## src/rtl/fp32_cmp_pkg.sv

```systemverilog
package fp32_cmp_pkg;

   typedef enum logic [1:0] {
      CC_EQUAL = 2'd0,
      CC_LOWER = 2'd1,
      CC_HIGHER = 2'd2,
      CC_UNORD = 2'd3
   } cmp_cc_e;

   typedef struct packed {
      logic is_nan;
      logic is_snan;
      logic is_zero;
   } opnd_class_t;

   localparam logic [7:0]  DXC_INVALID_OP = 8'h80;
   localparam logic [15:0] PIC_DATA_EXC   = 16'h0007;

   localparam int ORDER_SIGN_MAG = 0;
   localparam int ORDER_KEY_MAP  = 1;

endpackage

```

## src/rtl/fp_operand_classify.sv

```systemverilog
module fp_operand_classify
   import fp32_cmp_pkg::*;
#(
   parameter int EXP_W  = 8,
   parameter int FRAC_W = 23
) (
   input  logic [EXP_W+FRAC_W:0] value_i,
   output opnd_class_t           cls_o
);
   localparam int W = EXP_W + FRAC_W + 1;

   logic [EXP_W-1:0]  exp_f;
   logic [FRAC_W-1:0] frac_f;
   logic              exp_ones;
   logic              frac_nz;
   logic              unused_sign;

   assign unused_sign = value_i[W-1];
   assign exp_f       = value_i[W-2 -: EXP_W];
   assign frac_f      = value_i[FRAC_W-1:0];
   assign exp_ones    = &exp_f;
   assign frac_nz     = |frac_f;

   always_comb begin
      cls_o.is_nan  = exp_ones && frac_nz;
      cls_o.is_snan = exp_ones && frac_nz && !frac_f[FRAC_W-1];
      cls_o.is_zero = !(|exp_f) && !frac_nz;
   end
endmodule

```

## src/rtl/fp_magnitude_order.sv

```systemverilog
module fp_magnitude_order
   import fp32_cmp_pkg::*;
#(
   parameter int EXP_W         = 8,
   parameter int FRAC_W        = 23,
   parameter int ORDER_VARIANT = ORDER_SIGN_MAG
) (
   input  logic [EXP_W+FRAC_W:0] opa_i,
   input  logic [EXP_W+FRAC_W:0] opb_i,
   input  logic                  both_zero_i,
   output cmp_cc_e               order_o
);
   localparam int W   = EXP_W + FRAC_W + 1;
   localparam int M_W = W - 1;

   logic           sign_a, sign_b;
   logic [M_W-1:0] mag_a, mag_b;

   assign sign_a = opa_i[W-1];
   assign sign_b = opb_i[W-1];
   assign mag_a  = opa_i[M_W-1:0];
   assign mag_b  = opb_i[M_W-1:0];

   generate
      if (ORDER_VARIANT == ORDER_SIGN_MAG) begin : g_signmag
         logic mag_gt, mag_eq;
         assign mag_gt = mag_a > mag_b;
         assign mag_eq = mag_a == mag_b;
         always_comb begin
            if (both_zero_i)
               order_o = CC_EQUAL;
            else if (sign_a != sign_b)
               order_o = sign_a ? CC_LOWER : CC_HIGHER;
            else if (mag_eq)
               order_o = CC_EQUAL;
            else if (mag_gt ^ sign_a)
               order_o = CC_HIGHER;
            else
               order_o = CC_LOWER;
         end
      end else begin : g_keymap
         logic [W-1:0] key_a, key_b;
         assign key_a = sign_a ? {1'b0, ~mag_a} : {1'b1, mag_a};
         assign key_b = sign_b ? {1'b0, ~mag_b} : {1'b1, mag_b};
         always_comb begin
            if (both_zero_i || key_a == key_b)
               order_o = CC_EQUAL;
            else if (key_a > key_b)
               order_o = CC_HIGHER;
            else
               order_o = CC_LOWER;
         end
      end
   endgenerate
endmodule

```

## src/rtl/fp_cmp_exception.sv

```systemverilog
module fp_cmp_exception
   import fp32_cmp_pkg::*;
#(
   parameter int FPC_W = 32
) (
   input  logic             a_nan_i,
   input  logic             a_snan_i,
   input  logic             b_nan_i,
   input  logic             b_snan_i,
   input  logic             sig_kind_i,
   input  cmp_cc_e          order_i,
   input  logic [FPC_W-1:0] fpc_i,
   output cmp_cc_e          cc_o,
   output logic             trap_o,
   output logic [7:0]       dxc_o,
   output logic [15:0]      pic_o,
   output logic [FPC_W-1:0] fpc_o
);
   localparam int MASK_INV_BIT = FPC_W - 1;
   localparam int FLAG_INV_BIT = FPC_W - 9;
   localparam int DXC_HI_BIT   = FPC_W - 17;

   logic unordered;
   logic invalid_op;
   logic take_trap;

   assign unordered  = a_nan_i || b_nan_i;
   assign invalid_op = a_snan_i || b_snan_i || (sig_kind_i && unordered);
   assign take_trap  = invalid_op && fpc_i[MASK_INV_BIT];

   always_comb begin
      cc_o   = order_i;
      trap_o = 1'b0;
      dxc_o  = '0;
      pic_o  = '0;
      fpc_o  = fpc_i;
      if (take_trap) begin
         cc_o   = CC_EQUAL;
         trap_o = 1'b1;
         dxc_o  = DXC_INVALID_OP;
         pic_o  = PIC_DATA_EXC;
         fpc_o[DXC_HI_BIT -: 8] = DXC_INVALID_OP;
      end else if (unordered) begin
         cc_o = CC_UNORD;
         if (invalid_op)
            fpc_o[FLAG_INV_BIT] = 1'b1;
      end
   end
endmodule

```

## src/rtl/fp32_cmp_unit.sv

```systemverilog
module fp32_cmp_unit
   import fp32_cmp_pkg::*;
#(
   parameter int EXP_W         = 8,
   parameter int FRAC_W        = 23,
   parameter int FPC_W         = 32,
   parameter int ORDER_VARIANT = ORDER_SIGN_MAG
) (
   input  logic                    clk,
   input  logic                    rst_n,
   input  logic                    in_valid_i,
   input  logic                    sig_kind_i,
   input  logic [EXP_W+FRAC_W:0]   opa_i,
   input  logic [EXP_W+FRAC_W:0]   opb_i,
   input  logic [FPC_W-1:0]        fpc_i,
   output logic                    done_o,
   output logic [1:0]              cc_o,
   output logic                    trap_o,
   output logic [7:0]              dxc_o,
   output logic [15:0]             pic_o,
   output logic [FPC_W-1:0]        fpc_o
);
   localparam int W = EXP_W + FRAC_W + 1;

   generate
      if (EXP_W < 2) begin : g_bad_exp
         $error("fp32_cmp_unit: EXP_W must be at least 2");
      end
      if (FRAC_W < 2) begin : g_bad_frac
         $error("fp32_cmp_unit: FRAC_W must be at least 2");
      end
      if (FPC_W < 24) begin : g_bad_fpc
         $error("fp32_cmp_unit: FPC_W must hold mask, flag and code bytes");
      end
      if (ORDER_VARIANT != ORDER_SIGN_MAG && ORDER_VARIANT != ORDER_KEY_MAP) begin : g_bad_var
         $error("fp32_cmp_unit: unknown ORDER_VARIANT");
      end
   endgenerate

   opnd_class_t cls_a, cls_b;
   cmp_cc_e     order_w;
   cmp_cc_e     cc_w;
   logic        trap_w;
   logic [7:0]  dxc_w;
   logic [15:0] pic_w;
   logic [FPC_W-1:0] fpc_w;

   fp_operand_classify #(.EXP_W(EXP_W), .FRAC_W(FRAC_W)) u_cls_a (
      .value_i(opa_i), .cls_o(cls_a));

   fp_operand_classify #(.EXP_W(EXP_W), .FRAC_W(FRAC_W)) u_cls_b (
      .value_i(opb_i), .cls_o(cls_b));

   fp_magnitude_order #(
      .EXP_W(EXP_W), .FRAC_W(FRAC_W), .ORDER_VARIANT(ORDER_VARIANT)
   ) u_order (
      .opa_i      (opa_i),
      .opb_i      (opb_i),
      .both_zero_i(cls_a.is_zero && cls_b.is_zero),
      .order_o    (order_w)
   );

   fp_cmp_exception #(.FPC_W(FPC_W)) u_excp (
      .a_nan_i   (cls_a.is_nan),
      .a_snan_i  (cls_a.is_snan),
      .b_nan_i   (cls_b.is_nan),
      .b_snan_i  (cls_b.is_snan),
      .sig_kind_i(sig_kind_i),
      .order_i   (order_w),
      .fpc_i     (fpc_i),
      .cc_o      (cc_w),
      .trap_o    (trap_w),
      .dxc_o     (dxc_w),
      .pic_o     (pic_w),
      .fpc_o     (fpc_w)
   );

   logic [W-1:0] unused_width_probe;
   assign unused_width_probe = '0;

   always_ff @(posedge clk or negedge rst_n) begin
      if (!rst_n) begin
         done_o <= 1'b0;
         cc_o   <= '0;
         trap_o <= 1'b0;
         dxc_o  <= '0;
         pic_o  <= '0;
         fpc_o  <= '0;
      end else begin
         done_o <= in_valid_i;
         if (in_valid_i) begin
            cc_o   <= cc_w;
            trap_o <= trap_w;
            dxc_o  <= dxc_w;
            pic_o  <= pic_w;
            fpc_o  <= fpc_w;
         end
      end
   end
endmodule

```

## config.mk

```make
export PLATFORM = sky130hd
export DESIGN_NAME = fp32_cmp_unit
export DESIGN_NICKNAME = d
export VERILOG_FILES = /design/src/rtl/fp32_cmp_pkg.sv /design/src/rtl/fp_operand_classify.sv /design/src/rtl/fp_magnitude_order.sv /design/src/rtl/fp_cmp_exception.sv /design/src/rtl/fp32_cmp_unit.sv
export SDC_FILE = /design/constraint.sdc
export NUM_CORES = 1
export LEC_CHECK = 0
export ABC_AREA = 1
export ABC_CLOCK_PERIOD_IN_PS = 2400
export BUFFER_PORTS_ARGS = -buffer_cell sky130_fd_sc_hd__buf_2
export CAP_MARGIN = 20
export CORE_AREA = 5 5 90 92
export CTS_BUF_LIST = sky130_fd_sc_hd__clkbuf_4 sky130_fd_sc_hd__clkbuf_8
export CTS_CLUSTER_DIAMETER = 150
export DETAILED_ROUTE_END_ITERATION = 8
export DIE_AREA = 0 0 95 97
export GPL_TIMING_DRIVEN = 0
export HOLD_SLACK_MARGIN = 0.1
export PLACE_DENSITY_LB_ADDON = 0.05
export SYNTH_ARGS = -nofsm -noshare
export SYNTH_HDL_FRONTEND = slang
export SYNTH_SLANG_ARGS = --single-unit
```

## constraint.sdc

```tcl
create_clock -name clk -period 2.4 [get_ports clk]
set_clock_uncertainty 0.1 [all_clocks]
set_input_delay 0.48 -clock clk [delete_from_list [all_inputs] [get_ports clk]]
set_output_delay 0.48 -clock clk [all_outputs]
set_load 0.1 [all_outputs]
```

==> metrics.log <==
INFO  metric synth-seq-area-share = 0.3262
INFO  metric p_leak = 2.329 nW
INFO  metric fmax = 0.5099 GHz
INFO  metric cp-end-kind = flip-flop
INFO  metric post-dp-hpwl = 6.296 mm
INFO  metric hold_ws = 185.1 ps
INFO  metric via_count = 2,891
INFO  metric number_of_antenna_violations_at_the_first_check_in_global_routing = 0
INFO  metric synth_most_common_cell = nand2_1
INFO  metric num-fill-cells = 797
INFO  metric critPathLaunchType = input pin
INFO  metric ys.warnings.count = 0
INFO  metric global_route.overflow_total = 0
INFO  metric core_area = 0.007137 mm^2
INFO  metric detail_route.vias_per_cell = 4.321
INFO  metric antenna_left = 0
INFO  metric p_switching = 0.001038 W
INFO  metric regArea = 900.9 um^2
INFO  metric grt_first_pass_wirelength = 12.10 mm
INFO  metric number_of_failing_setup_endpoints_in_the_final_timing_report = 0
INFO  metric fraction_of_registers_with_async_set_or_reset_after_synthesis = 1.000
INFO  metric initial_drc_count = 65
INFO  metric fraction_of_power_consumed_by_sequential_logic = 0.324
INFO  metric htreeDepth = 2
INFO  metric synth_edf_count = 0
INFO  metric cts.repair_timing.setup_buffer_count = 0
INFO  metric cts_made_buffers = 5
INFO  metric wirelength = 7.372 mm
INFO  metric power.total = 0.002125 W
INFO  metric crit-reg2reg-capture = pic_o[1]
INFO  metric area_overhead_of_the_layout_relative_to_synthesis = 35.21%
INFO  metric r2r_cells = 2
INFO  metric synth_top_cells_by_count = nand2_1 (158), inv_1 (56), nor2_1 (42)
INFO  metric design.die.area = 0.009215 mm^2
INFO  metric layout.cell_area.non_filler = 0.003734 mm^2
INFO  metric crit_path_top_delay_cell = ha_1
INFO  metric die_height = 97 um
INFO  metric criticalPathCategory = in -> reg
INFO  metric power.combinational.fraction = 0.484
INFO  metric dr.pass1.iters = 4
INFO  metric detail_route.wl_per_cell = 11.02 um
INFO  metric layout_min_cycle_time = 1961 ps
INFO  metric cp.required = 2470 ps
INFO  metric worstSetupPathDepth = 16
INFO  metric core.rowCount = 31
INFO  metric layout_cells_sized_above_1 = 0.3070
INFO  metric timing_max_transition_violations_final = 0
INFO  metric synth.distinct_cells = 22
INFO  metric floorplan.initialDensity = 0.3869
INFO  metric remaining_drc_errors = 0
INFO  metric yosys_most_used_dff = dfrtp_1
INFO  metric postCtsResizedCells = 0
INFO  metric worst_setup_hold_path_clk_slew = 70 ps
INFO  metric synth.cell_area = 0.002761 mm^2
INFO  metric r2r_slack = 1580 ps
INFO  metric post_cts_hold_buffer_count = 0
INFO  metric die_width = 95 um
INFO  metric area_taken_by_multi_input_logic_gates = 0.001515 mm^2
INFO  metric timing_hold_violations_final = 0
INFO  metric clock_tree.root_cell = clkbuf_8
INFO  metric grt_usage = 0.1584
INFO  metric setup-tns-final = 0 ps
INFO  metric place.gp.congestion = 0.8042
INFO  metric clock_path_buffers = 2
INFO  metric critPathMaxFanout = 4
INFO  metric first_global_vias = 2,835
INFO  metric power_density_of_the_placed_cells = 569.3 mW/mm^2
INFO  metric synth.avg_cell_area = 6.818 um^2
INFO  metric timing.critical_path.arrival = 2030 ps
INFO  metric final_util = 0.5231
INFO  metric ir_drop = 0.3786 mV
INFO  metric synth_instances = 405
INFO  metric main_area_contributors_after_synthesis = dfrtp_1 (33%), nand2_1 (21%), ha_1 (14%)
INFO  metric rsz0062_at_grt = no
INFO  metric clkLatencyLatePin = 270 ps
INFO  metric yosys.area.top_type = dfrtp_1
INFO  metric top_level_ports = 160
INFO  metric power.internal = 0.001087 W
INFO  metric slew_headroom = 0.4627
INFO  metric power.share.clock = 0.192
INFO  metric antenna_cells = 0
INFO  metric synth_seq_cells = 36
INFO  metric worst_pin_slew = 806.0 ps
INFO  metric max-cap-violations = 0
INFO  metric numClockSinks = 36
INFO  metric cts_tree = done
INFO  metric cp_bufs_invs = 2
INFO  metric status = finished, final reports clean
INFO  metric switching_share = 0.4886
INFO  metric final_critical_path_share_of_the_clock_period = 0.8171
INFO  metric timing.rr.start = pic_o[1]
INFO  metric placedInstanceArea = 0.003652 mm^2
INFO  metric final_nets = 701
INFO  metric cells_along_the_critical_path = buf_2 -> inv_1 -> ha_1 -> nand2_1 -> nor2_1 -> nand3_1 -> nor2_1 -> nand3_1 -> nand2_1 -> nand2_1 -> nand3_1 -> nand2_1 -> nand2_1 -> nand2_1 -> nand2_1 -> nand2_1
INFO  metric grt_start_max_net_pins = 37
INFO  metric path_common_cell = nand2_1
INFO  metric port_buffers = 139
INFO  metric min-delay-path-class = in -> async
INFO  metric critical-path-max-stage-delay = 300 ps
INFO  metric critical_path.top_delay_family = simple AND/OR/NAND/NOR gates
INFO  metric yosysTopAreaCellShare = 0.3262
power groups by stage:
| stage | Combinational (W) | Sequential, W | Clock [W] |
|---|---|---|---|
| final | 0.00103 | 0.000688 | 0.000409 |
| after global placement | 0.00102 | 0.000699 | 0 |
| after floorplan | 0.000399 | 0.00110 | 0 |
| after global routing | 0.00111 | 0.000695 | 0.000457 |
| after detailed placement | 0.00103 | 0.000699 | 0 |
| after CTS | 0.00103 | 0.000689 | 0.000430 |
final cells by class:
cell class                 count  share of cell area
tap                           99             0.03318
buffer                        30             0.05429
clock inverter                 1            0.001340
inverter                      57             0.05731
multi-input combinational    301              0.4058
timing repair buffer         139              0.1863
sequential                    36              0.2413
clock buffer                   6             0.02044
per-layer routing:
metal,vias up,wire length [um],GRT usage
met5,-,0,0
met4,0,31,0.02664
met3,4,649,0.04267
met2,97,3344,0.2625
met1,1250,3346,0.2075
li1,1540,-,-
cell families after synthesis:
family	synth area share
AND/OR/NAND/NOR	0.3444
buffers and inverters	0.1509
flip-flops	0.3262
adder cells (fa/ha/maj)	0.1405
AO/OA/AOI/OAI	0.03670
other	0.001358
through the flow:
step,worst slack [ps],instances
6_report,438.9,669
5_1_grt,90.78,669
3_3_place_gp,185.8,662
4_1_cts,453.3,669
3_5_place_dp,164.4,662
2_1_floorplan,429.8,424
worst max path at each step:
stage	startpoint	end	slack, ps
final	opb_i[22]	cc_o[1]	440
after CTS	opb_i[22]	cc_o[1]	450
after detailed placement	opb_i[22]	cc_o[0]	160
after global placement	opb_i[22]	cc_o[0]	190
after floorplan	pic_o[1]	dxc_o[7]	430
after global routing	opb_i[22]	cc_o[0]	90
registers in the layout (all words and copies together), names as in the netlist:
name	flops
done_o	1
fpc_o	32
cc_o	2
pic_o	1
cell usage in the layout (no fill, tap or decap), types with 2 or more instances in the layout:
cell and n:
a21o_1 2, a21oi_1 10, buf_2 139, buf_4 24, clkbuf_1 6, clkbuf_8 5
conb_1 20, dfrtp_1 36, ha_1 31, inv_1 56, nand2_1 158, nand3_1 12
nand4_1 14, nor2_1 42, nor3_1 3, nor4_1 2
No activity file was read; power rests on OpenSTA's default activity.
